`config.mk`:
```
export PLATFORM = sky130hd
export DESIGN_NAME = wiper_i2c_slave
export DESIGN_NICKNAME = d
export VERILOG_FILES = /design/src/rtl/wiper_i2c_pkg.sv /design/src/rtl/i2c_line_filter.sv /design/src/rtl/wiper_reg_bank.sv /design/src/rtl/i2c_wiper_engine.sv /design/src/rtl/wiper_i2c_slave.sv
export SDC_FILE = /design/constraint.sdc
export NUM_CORES = 1
export LEC_CHECK = 0
export BUFFER_PORTS_ARGS = -buffer_cell sky130_fd_sc_hd__buf_4
export CAP_MARGIN = 5
export CORE_ASPECT_RATIO = 0.9
export CORE_UTILIZATION = 40
export DETAILED_ROUTE_END_ITERATION = 8
export PLACE_DENSITY = 0.56
export SLEW_MARGIN = 20
export SYNTH_ARGS = -nofsm -noshare
export SYNTH_HDL_FRONTEND = slang
export SYNTH_SLANG_ARGS = --single-unit
```
`constraint.sdc`:
```
create_clock -name clk_i -period 2.7 [get_ports clk_i]
set_input_delay 0.405 -clock clk_i [delete_from_list [all_inputs] [get_ports clk_i]]
set_output_delay 0.405 -clock clk_i [all_outputs]
set_load 0.1 [all_outputs]
```
`src/rtl/wiper_i2c_pkg.sv`:
```
package wiper_i2c_pkg;
  localparam int unsigned DW = 8;
  localparam logic [3:0]    ID_PREFIX  = 4'b1010;
  localparam logic [DW-1:0] ADDR_W0    = 8'h00;
  localparam logic [DW-1:0] ADDR_W1    = 8'h01;
  localparam logic [DW-1:0] ADDR_CTRL  = 8'h10;
  localparam logic [DW-1:0] RST_WIPER  = 8'h80;
  localparam logic [DW-1:0] RST_CTRL   = 8'h40;
  localparam logic [DW-1:0] CTRL_MASK  = 8'h40;

  typedef enum logic [2:0] {
    ST_IDLE, ST_DEV, ST_ADDR, ST_WDATA, ST_RDATA
  } bus_state_e;

  function automatic logic [DW-1:0] ptr_adv(input logic [DW-1:0] p);
    return (p == ADDR_W0) ? ADDR_W1 : p;
  endfunction
endpackage

```
`src/rtl/i2c_line_filter.sv`:
```
module i2c_line_filter #(
  parameter int unsigned STABLE = 3
) (
  input  logic clk_i,
  input  logic rst_ni,
  input  logic line_i,
  output logic line_o
);
  localparam int unsigned CW = $clog2(STABLE + 1);

  logic [1:0]    sync_q;
  logic [CW-1:0] cnt_q;
  logic          out_q;

  always_ff @(posedge clk_i or negedge rst_ni) begin
    if (!rst_ni) begin
      sync_q <= 2'b11;
      cnt_q  <= '0;
      out_q  <= 1'b1;
    end else begin
      sync_q <= {sync_q[0], line_i};
      if (sync_q[1] != out_q) begin
        if (cnt_q == CW'(STABLE - 1)) begin
          out_q <= sync_q[1];
          cnt_q <= '0;
        end else begin
          cnt_q <= cnt_q + 1'b1;
        end
      end else begin
        cnt_q <= '0;
      end
    end
  end

  assign line_o = out_q;
endmodule

```
`src/rtl/wiper_reg_bank.sv`:
```
module wiper_reg_bank
  import wiper_i2c_pkg::*;
(
  input  logic          clk_i,
  input  logic          rst_ni,
  input  logic          we_i,
  input  logic [DW-1:0] addr_i,
  input  logic [DW-1:0] wdata_i,
  output logic [DW-1:0] rdata_o,
  output logic [DW-1:0] wiper0_o,
  output logic [DW-1:0] wiper1_o,
  output logic [DW-1:0] ctrl_o
);
  logic [DW-1:0] w0_q, w1_q, ctrl_q;

  always_ff @(posedge clk_i or negedge rst_ni) begin
    if (!rst_ni) begin
      w0_q   <= RST_WIPER;
      w1_q   <= RST_WIPER;
      ctrl_q <= RST_CTRL;
    end else if (we_i) begin
      unique case (addr_i)
        ADDR_W0:   w0_q   <= wdata_i;
        ADDR_W1:   w1_q   <= wdata_i;
        ADDR_CTRL: ctrl_q <= wdata_i & CTRL_MASK;
        default:   ;
      endcase
    end
  end

  always_comb begin
    unique case (addr_i)
      ADDR_W0:   rdata_o = w0_q;
      ADDR_W1:   rdata_o = w1_q;
      ADDR_CTRL: rdata_o = ctrl_q;
      default:   rdata_o = '0;
    endcase
  end

  assign wiper0_o = w0_q;
  assign wiper1_o = w1_q;
  assign ctrl_o   = ctrl_q;
endmodule

```
`src/rtl/i2c_wiper_engine.sv`:
```
module i2c_wiper_engine
  import wiper_i2c_pkg::*;
(
  input  logic          clk_i,
  input  logic          rst_ni,
  input  logic          scl_i,
  input  logic          sda_i,
  input  logic [2:0]    strap_i,
  input  logic [DW-1:0] rdata_i,
  output logic          we_o,
  output logic [DW-1:0] ptr_o,
  output logic [DW-1:0] wdata_o,
  output logic          sda_oe_o,
  output logic          stop_o
);
  bus_state_e    state_q;
  logic          scl_q, sda_q, ack_q, rw_q, mack_q, oe_q, we_q;
  logic [3:0]    cnt_q;
  logic [DW-1:0] sh_q, ptr_q;

  logic scl_rise, scl_fall, start_det, stop_det;
  assign scl_rise  = scl_i & ~scl_q;
  assign scl_fall  = ~scl_i & scl_q;
  assign start_det = scl_i & scl_q & sda_q & ~sda_i;
  assign stop_det  = scl_i & scl_q & ~sda_q & sda_i;

  always_ff @(posedge clk_i or negedge rst_ni) begin
    if (!rst_ni) begin
      state_q <= ST_IDLE;
      scl_q   <= 1'b1;
      sda_q   <= 1'b1;
      ack_q   <= 1'b0;
      rw_q    <= 1'b0;
      mack_q  <= 1'b0;
      oe_q    <= 1'b0;
      we_q    <= 1'b0;
      cnt_q   <= '0;
      sh_q    <= '0;
      ptr_q   <= '0;
    end else begin
      scl_q <= scl_i;
      sda_q <= sda_i;
      we_q  <= 1'b0;
      if (start_det) begin
        state_q <= ST_DEV;
        cnt_q   <= '0;
        ack_q   <= 1'b0;
        oe_q    <= 1'b0;
      end else if (stop_det) begin
        state_q <= ST_IDLE;
        ack_q   <= 1'b0;
        oe_q    <= 1'b0;
      end else begin
        unique case (state_q)
          ST_IDLE: ;
          ST_DEV, ST_ADDR, ST_WDATA: begin
            if (!ack_q) begin
              if (scl_rise) begin
                sh_q  <= {sh_q[DW-2:0], sda_i};
                cnt_q <= cnt_q + 1'b1;
              end else if (scl_fall && cnt_q == 4'd8) begin
                if (state_q == ST_DEV && sh_q[DW-1:1] != {ID_PREFIX, strap_i}) begin
                  state_q <= ST_IDLE;
                end else begin
                  oe_q  <= 1'b1;
                  ack_q <= 1'b1;
                  if (state_q == ST_DEV)  rw_q  <= sh_q[0];
                  if (state_q == ST_ADDR) ptr_q <= sh_q;
                end
              end
            end else begin
              if (scl_rise && state_q == ST_WDATA) we_q <= 1'b1;
              if (scl_fall) begin
                oe_q  <= 1'b0;
                ack_q <= 1'b0;
                cnt_q <= '0;
                if (state_q == ST_DEV) begin
                  if (rw_q) begin
                    state_q <= ST_RDATA;
                    sh_q    <= rdata_i;
                    oe_q    <= ~rdata_i[DW-1];
                  end else begin
                    state_q <= ST_ADDR;
                  end
                end else if (state_q == ST_ADDR) begin
                  state_q <= ST_WDATA;
                end else begin
                  ptr_q <= ptr_adv(ptr_q);
                end
              end
            end
          end
          ST_RDATA: begin
            if (!ack_q) begin
              if (scl_rise) begin
                cnt_q <= cnt_q + 1'b1;
              end else if (scl_fall) begin
                if (cnt_q == 4'd8) begin
                  oe_q  <= 1'b0;
                  ack_q <= 1'b1;
                end else begin
                  oe_q <= ~sh_q[DW-2];
                  sh_q <= {sh_q[DW-2:0], 1'b0};
                end
              end
            end else begin
              if (scl_rise) begin
                mack_q <= ~sda_i;
                if (!sda_i) ptr_q <= ptr_adv(ptr_q);
              end else if (scl_fall) begin
                ack_q <= 1'b0;
                if (mack_q) begin
                  sh_q  <= rdata_i;
                  oe_q  <= ~rdata_i[DW-1];
                  cnt_q <= '0;
                end else begin
                  state_q <= ST_IDLE;
                end
              end
            end
          end
          default: state_q <= ST_IDLE;
        endcase
      end
    end
  end

  assign we_o     = we_q;
  assign ptr_o    = ptr_q;
  assign wdata_o  = sh_q;
  assign sda_oe_o = oe_q;
  assign stop_o   = stop_det;
endmodule

```
`src/rtl/wiper_i2c_slave.sv`:
```
module wiper_i2c_slave
  import wiper_i2c_pkg::*;
#(
  parameter int unsigned STABLE_CYC = 3
) (
  input  logic          clk_i,
  input  logic          rst_ni,
  input  logic          scl_i,
  input  logic          sda_i,
  input  logic [2:0]    strap_i,
  output logic          sda_oe_o,
  output logic [DW-1:0] wiper0_o,
  output logic [DW-1:0] wiper1_o,
  output logic [DW-1:0] ctrl_o
);
  localparam int unsigned NLINES = 2;

  logic [NLINES-1:0] raw, filt;
  logic              scl_f, sda_f, reg_we, stop_det;
  logic [DW-1:0]     ptr, wdata, rdata;

  assign raw = {scl_i, sda_i};

  for (genvar g = 0; g < NLINES; g++) begin : g_line
    i2c_line_filter #(.STABLE(STABLE_CYC)) u_filt (
      .clk_i  (clk_i),
      .rst_ni (rst_ni),
      .line_i (raw[g]),
      .line_o (filt[g])
    );
  end

  assign scl_f = filt[1];
  assign sda_f = filt[0];

  i2c_wiper_engine u_eng (
    .clk_i    (clk_i),
    .rst_ni   (rst_ni),
    .scl_i    (scl_f),
    .sda_i    (sda_f),
    .strap_i  (strap_i),
    .rdata_i  (rdata),
    .we_o     (reg_we),
    .ptr_o    (ptr),
    .wdata_o  (wdata),
    .sda_oe_o (sda_oe_o),
    .stop_o   (stop_det)
  );

  wiper_reg_bank u_bank (
    .clk_i    (clk_i),
    .rst_ni   (rst_ni),
    .we_i     (reg_we),
    .addr_i   (ptr),
    .wdata_i  (wdata),
    .rdata_o  (rdata),
    .wiper0_o (wiper0_o),
    .wiper1_o (wiper1_o),
    .ctrl_o   (ctrl_o)
  );
endmodule

```
==> impl_results.md, run 1 <==
* Status: finished, final reports clean
* Syn Std Cell Area at 2918 sq um
* Max-slew headroom at 0.5201
* Rows at 29
* Clock power share at 0.189
* Startpoint types: register
* Final wirelength at 5999 um
* Htree depth at 3
* Die width at 92.03 um
* Pin count of the biggest net entering global routing at 58
* Initial core utilization at 0.4145
* Setup repair after global routing missed its margin: no
* Yosys cell types at 60
* Vias in the first global route at 1,949
* DRT Pass-1 Iters at 4
* Worst setup path class: register to register
* FF-to-FF path depth at 5
* Hold-fix buffers at CTS at 0
* FF+latch count, synth at 57
* Overall power at 3.646 mW
* Seq pwr share at 0.405
* Psw at 1.527 mW
* Post-cts sizing count at 0
* Fraction of layout cells with a size suffix above 1 at 0.3229
* Final net count at 292
* Routability cong. at 0.8208
* Worst r2r src: u_eng.scl_q
* Vias per inst at 5.381
* Clk root buf: clkbuf_8
* Fmax at 0.4520 GHz
* Fin crit period at 2.212 ns
* Combinational Power Share at 0.406
* Post-synth EDFFs at 0
* Routed Antenna Nets at 0
* Clock skew at 0.01058 ns
* PD cells at 1098 nW/um^2
* P_int at 2.119 mW
* Period utilization at 0.8194
* Biggest area consumer among synthesized cells: dfrtp_1
* CTS tree: yes
* First-pass GRT wire length at 10,130 um
* Asr flop ratio synth at 1.000
* Synthesized area per cell at 11.35 sq um
* Setup-failing EPs final at 0
* Die footprint at 7640 sq um
* Worst setup EP type: register
* DRC at 0
* Worst Hold Class: input port to asynchronous set/reset pin
* Final Max Tran Viols at 0
* Synth top area cells: dfrtp_1, mux2_2, dfstp_2
* Final HPWL DP at 4022 um
* Setup TNS at 0 ns
* Top cells by count, synth: dfrtp_1, mux2_2, nand2_1, o21ai_0, dfstp_2
* Total GRT Usage at 0.1752
* Sw frac at 0.4187
* CP Data Arrival Time at 2.44 ns
* Clk_lat worst skew at 0.35 ns
* P&R area growth vs syn at 13.85%
* WL per Instance at 15.75 um
* Clock Pin Slew Worst Setup and Hold Paths at 0.06 ns
* Top-count cell post-synth: dfrtp_1
* Yosys warning count at 0
* TritonCTS Buffers at 9
* Clock net sink count at 57
* Worst slew pin tran at 0.7198 ns
* Ant diodes at 0
* Fin. Hold Viols at 0
* Die Y at 83.03 um
* Initial antenna violation count at 0
* Synth Instances at 257
* Maximum vdd drop at 0.4661 mV
* Core region area at 7039 sq um
* DRT iter0 DRCs at 129
* Reg-to-reg setup timing slack at 0.49 ns
* Max-cap violations at 0
* Commonest register cell after synthesis: dfrtp_1
* Leakage power at 1.509 nW
* Top-area cell type share of the netlist area at 0.3945
* Fin Hold WS at 0.1063 ns
* Worst Path Max Fanout at 8
* Clock Path Buffers at 2
* Remaining global-route overflow at 0
* Sequential share of the synthesized area at 0.4936
* I/O Buffers at 24
* Vias at 2,050
* Post CTS Setup Buffer Count at 0
* IO Pins at 32
* Worst flop-to-flop path endpoint: u_eng.wdata_o[2]
* Worst EP required at 2.92 ns
==> placed cells by master (no fill, tap or decap), types with 3 or more instances in the layout <==
| cell type | netlist | final |
|---|---|---|
| dfrtp_1 | 46 | 46 |
| mux2_2 | 31 | 31 |
| buf_4 | 8 | 27 |
| nand2_1 | 20 | 20 |
| o21ai_0 | 15 | 15 |
| dfstp_2 | 11 | 11 |
| mux2i_1 | 10 | 10 |
| clkbuf_8 | 0 | 10 |
| nor2_1 | 7 | 7 |
| conb_1 | 1 | 7 |
| xnor2_1 | 6 | 6 |
| a21oi_1 | 6 | 6 |
| nand3_1 | 6 | 6 |
| inv_1 | 5 | 5 |
| nor3b_1 | 5 | 5 |
| nand2b_1 | 5 | 5 |
| nor3_1 | 4 | 4 |
| and3_1 | 4 | 4 |
| o2bb2ai_1 | 4 | 4 |
| nor2b_1 | 4 | 4 |
| nand3b_1 | 3 | 3 |
| clkbuf_1 | 3 | 3 |
==> metal layers <==
metal	GRT usage	share of wire	vias to the layer above	routed length (um)
met2	0.2395	0.43	56	2568
met1	0.2600	0.51	1011	3051
met5	0	0	-	0
met4	0.06960	0.019	0	116
li1	-	-	974	-
met3	0.04945	0.044	9	263
==> logic make-up (layout without fill, tap and decap cells) <==
logic type | after synthesis | count (layout) | synth area share
and+or+nand+nor | 78 | 78 | 0.1630
other | 1 | 7 | 0.001285
xor gates and xnor gates | 6 | 6 | 0.01801
adders and majority gates | 2 | 2 | 0.008575
DFF | 57 | 57 | 0.4936
AOI/OAI and AO/OA | 49 | 49 | 0.1196
muxes | 41 | 41 | 0.1539
buffers and inverters | 23 | 48 | 0.04202
==> state kept, by name, indices dropped and copies added (netlist names) <==
name                  flops
g_line.u_filt.cnt_q       4
g_line.u_filt.line_o      2
g_line.u_filt.sync_q      4
u_bank.ctrl_o             1
u_bank.wiper0_o           8
u_bank.wiper1_o           8
u_eng.ack_q               1
u_eng.cnt_q               4
u_eng.mack_q              1
u_eng.ptr_o               8
u_eng.rw_q                1
u_eng.scl_q               1
u_eng.sda_oe_o            1
u_eng.sda_q               1
u_eng.state_q             3
u_eng.wdata_o             8
u_eng.we_o                1
==> critical path: stages, from the launching register on <==
cell      delay [ns]
dfstp_2         0.57
nor2b_1         0.31
and3_1          0.22
o21ai_2         0.07
a211oi_4        0.53
mux2_2          0.40
==> cell type report <==
| cell class | count | area, sq um |
|---|---|---|
| multi-input cells | 183 | 1378 |
| clock inverters | 3 | 17.52 |
| well taps | 93 | 116.4 |
| inverters | 5 | 18.77 |
| clock buffers | 13 | 148.9 |
| repair buffers | 27 | 202.7 |
| flip-flops and latches | 57 | 1440 |
| fillers | 678 | 3717 |
==> stage by stage <==
step	std cells	util	setup slack, ns	instance area, sq um
after floorplan	263	-	0.7286	2940
after global placement	365	0.4483	0.5192	3156
after detailed placement	365	0.4483	0.4886	3156
after CTS	381	0.4719	0.4821	3322
after global routing	381	0.4719	0.3834	3322
final	381	0.4719	0.4876	3322
==> worst max path at each step <==
stage                                       start          endpoint  slack (ns)  depth (start not counted)
after floorplan           g_line[1].u_filt.line_o  u_eng.wdata_o[0]        0.73                          5
after global placement             u_eng.cnt_q[0]    u_eng.ptr_o[6]        0.52                          7
after detailed placement              u_eng.scl_q  u_eng.wdata_o[1]        0.49                          5
after CTS                             u_eng.scl_q  u_eng.wdata_o[1]        0.48                          5
after global routing                  u_eng.scl_q  u_eng.wdata_o[1]        0.38                          5
final                                 u_eng.scl_q  u_eng.wdata_o[2]        0.49                          5
==> power by group through the flow <==
stage,clock (mW),sequential [mW],combinational [mW]
2_1_floorplan,0,1.43,1.17
3_3_place_gp,0,1.49,1.47
3_5_place_dp,0,1.48,1.47
4_1_cts,0.715,1.47,1.48
5_1_grt,0.742,1.53,1.63
6_report,0.689,1.48,1.48
Power figures use the tool's default switching activity.
==> run 2: changes to the inputs <==
--- a/config.mk
+++ b/config.mk
@@ -5,12 +5,13 @@
 export SDC_FILE = /design/constraint.sdc
 export NUM_CORES = 1
 export LEC_CHECK = 0
+export ABC_AREA = 1
 export BUFFER_PORTS_ARGS = -buffer_cell sky130_fd_sc_hd__buf_4
 export CAP_MARGIN = 5
 export CORE_ASPECT_RATIO = 0.9
 export CORE_UTILIZATION = 40
 export DETAILED_ROUTE_END_ITERATION = 8
-export PLACE_DENSITY = 0.56
+export PLACE_DENSITY = 0.58
 export SLEW_MARGIN = 20
 export SYNTH_ARGS = -nofsm -noshare
 export SYNTH_HDL_FRONTEND = slang
==> constraint.sdc (replaced) <==
create_clock -name clk_i -period 1.9 [get_ports clk_i]
set_input_delay 0.285 -clock clk_i [delete_from_list [all_inputs] [get_ports clk_i]]
set_output_delay 0.285 -clock clk_i [all_outputs]
set_load 0.1 [all_outputs]
==> run 2 against run 1 <==
Clock skew increased by 0.0017 ns. Power rose by 48%. Largest power group is now combinational cells. The run now ends with hold timing left. Area after synthesis is 8.9% higher. Hold slack worse by 0.11 ns. Non-clock buffer count increased by 10.
==> impl_results.md, run 2 <==
* Htree depth at 3
* I/O Buffers at 24
* Rows at 30
* Synthesized area per cell at 7.357 sq um
* Clk root buf: clkbuf_8
* Period utilization at 0.9066
* Most frequent cells in the layout: nand2_1, inv_1, o21ai_0
* Yosys warning count at 0
* Synth Instances at 432
* Ant diodes at 0
* Top-count cell post-synth: nand2_1
* Setup TNS at 0 ns
* Failing checks: hold timing
* Worst Path Max Fanout at 7
* Die footprint at 8306 sq um
* Biggest area consumer among synthesized cells: dfrtp_1
* Top-area cell type share of the netlist area at 0.3622
* Final net count at 479
* Clock net sink count at 57
* Initial core utilization at 0.4171
* P&R area growth vs syn at 17.24%
* Fin. Hold Viols at 2
* Syn Std Cell Area at 3178 sq um
* Startpoint types: register
* First-pass GRT wire length at 12,650 um
* Die width at 95.96 um
* Clock Path Buffers at 2
* Initial antenna violation count at 0
* Clock Pin Slew Worst Setup and Hold Paths at 0.07 ns
* Yosys cell types at 35
* Maximum vdd drop at 0.6123 mV
* Leakage power at 1.790 nW
* Core Util, Final at 0.4890
* DRT Pass-1 Iters at 4
* Post-synth EDFFs at 0
* Vias in the first global route at 2,560
* Fraction of layout cells with a size suffix above 1 at 0.1937
* DRC at 0
* Total GRT Usage at 0.2033
* Sequential share of the synthesized area at 0.4531
* Reg-to-reg setup timing slack at 0.18 ns
* FF+latch count, synth at 57
* Pin count of the biggest net entering global routing at 58
* Routed Antenna Nets at 0
* Worst setup EP type: register
* Overall power at 5.386 mW
* Worst EP required at 2.12 ns
* Worst flop-to-flop path endpoint: u_eng.ptr_o[1]
* Vias at 2,840
* FF-to-FF path depth at 10
* Core region area at 7620 sq um
* Max-cap violations at 0
* Top cells by count, synth: nand2_1, inv_1, o21ai_0, dfrtp_1
* Routability cong. at 0.8643
* Setup repair after global routing missed its margin: no
* TritonCTS Buffers at 9
* Die Y at 86.56 um
* Clock skew at 0.01223 ns
* Fin Hold WS at -0.005149 ns
* Status: finished, violations left
* Worst setup path class: register to register
* Commonest non-fill, non-tap cell in the layout: nand2_1
* DRT iter0 DRCs at 146
* Final wirelength at 7577 um
* Fin crit period at 1.722 ns
* Worst Hold Class: input port to asynchronous set/reset pin
* CP Data Arrival Time at 1.94 ns
* PD cells at 1445 nW/um^2
* Fmax at 0.5806 GHz
* Final HPWL DP at 5615 um
* IO Pins at 32
* Remaining global-route overflow at 0
* Vias per inst at 4.974
* Setup-failing EPs final at 0
* WL per Instance at 13.27 um
* Commonest register cell after synthesis: dfrtp_1
* Synth top area cells: dfrtp_1, nand2_1, dfstp_2
* Asr flop ratio synth at 1.000
* Clk_lat worst skew at 0.34 ns
* Final Max Tran Viols at 0
* Max-slew headroom at 0.5213
* CTS tree: yes
* Worst slew pin tran at 0.7180 ns
* Worst r2r src: u_eng.cnt_q[0]
run 2: per-layer routing:
layer / global-route usage / share of wire
met4: 0.06242 / 0.017
met1: 0.2988 / 0.49
met5: 0 / 0
met3: 0.05175 / 0.066
met2: 0.2929 / 0.43
run 2: cell type report:
class                      count  area, sq um
inverter                      55        209.0
clock inverter                 5        56.30
fill                         780         3894
clock buffer                  11        141.4
timing repair buffer          37        277.8
multi-input combinational    310         1481
sequential                    57         1440
tap                           96        120.1
run 2: power breakdown:
group | internal [mW] | switching, mW
clock network | 0.639 | 0.479
logic | 0.818 | 1.73
registers | 1.51 | 0.215
total | 2.96 | 2.42
run 2: kinds of logic after synthesis:
| kind of cell | Yosys count | synth area share |
|---|---|---|
| AND/OR/NAND/NOR | 229 | 0.3142 |
| adder cells (fa/ha/maj) | 2 | 0.007873 |
| flip-flops | 57 | 0.4531 |
| AO/OA/AOI/OAI | 68 | 0.1181 |
| XOR/XNOR | 3 | 0.008269 |
| buffers and inverters | 72 | 0.09724 |
| other | 1 | 0.001180 |
run 2: stage by stage:
| stage | std cells | setup slack (ns) | instance area [sq um] |
|---|---|---|---|
| after floorplan | 438 | 0.2749 | 3201 |
| after global placement | 554 | 0.1072 | 3496 |
| after detailed placement | 554 | 0.03356 | 3496 |
| after CTS | 570 | 0.03009 | 3694 |
| after global routing | 571 | 0.01034 | 3726 |
| final | 571 | 0.1775 | 3726 |
run 2: how the worst max path moves through the flow:
stage	depth (start not counted)	end	from
6_report	10	u_eng.ptr_o[1]	u_eng.cnt_q[0]
5_1_grt	10	u_eng.sda_oe_o	g_line[1].u_filt.line_o
4_1_cts	10	u_eng.ptr_o[5]	u_eng.cnt_q[0]
3_5_place_dp	10	u_eng.ptr_o[5]	u_eng.cnt_q[0]
3_3_place_gp	10	u_eng.ptr_o[4]	u_eng.cnt_q[0]
2_1_floorplan	11	u_eng.ptr_o[5]	u_eng.cnt_q[0]
run 2: critical path, cell delays in order (launching register included):
cell	delay, ns
dfrtp_1	0.40
inv_1	0.10
ha_1	0.15
nand2_1	0.06
nor2_2	0.14
nand2_1	0.14
nand3_1	0.12
and3_4	0.24
nand3_4	0.12
nand2_1	0.11
o21ai_2	0.05
run 2: timing repair:
action,CTS,global route
hold buffers,0,0
gates resized for setup,0,7
buffers inserted,0,0
hold endpoints to repair,0,0
setup endpoints to repair,0,15
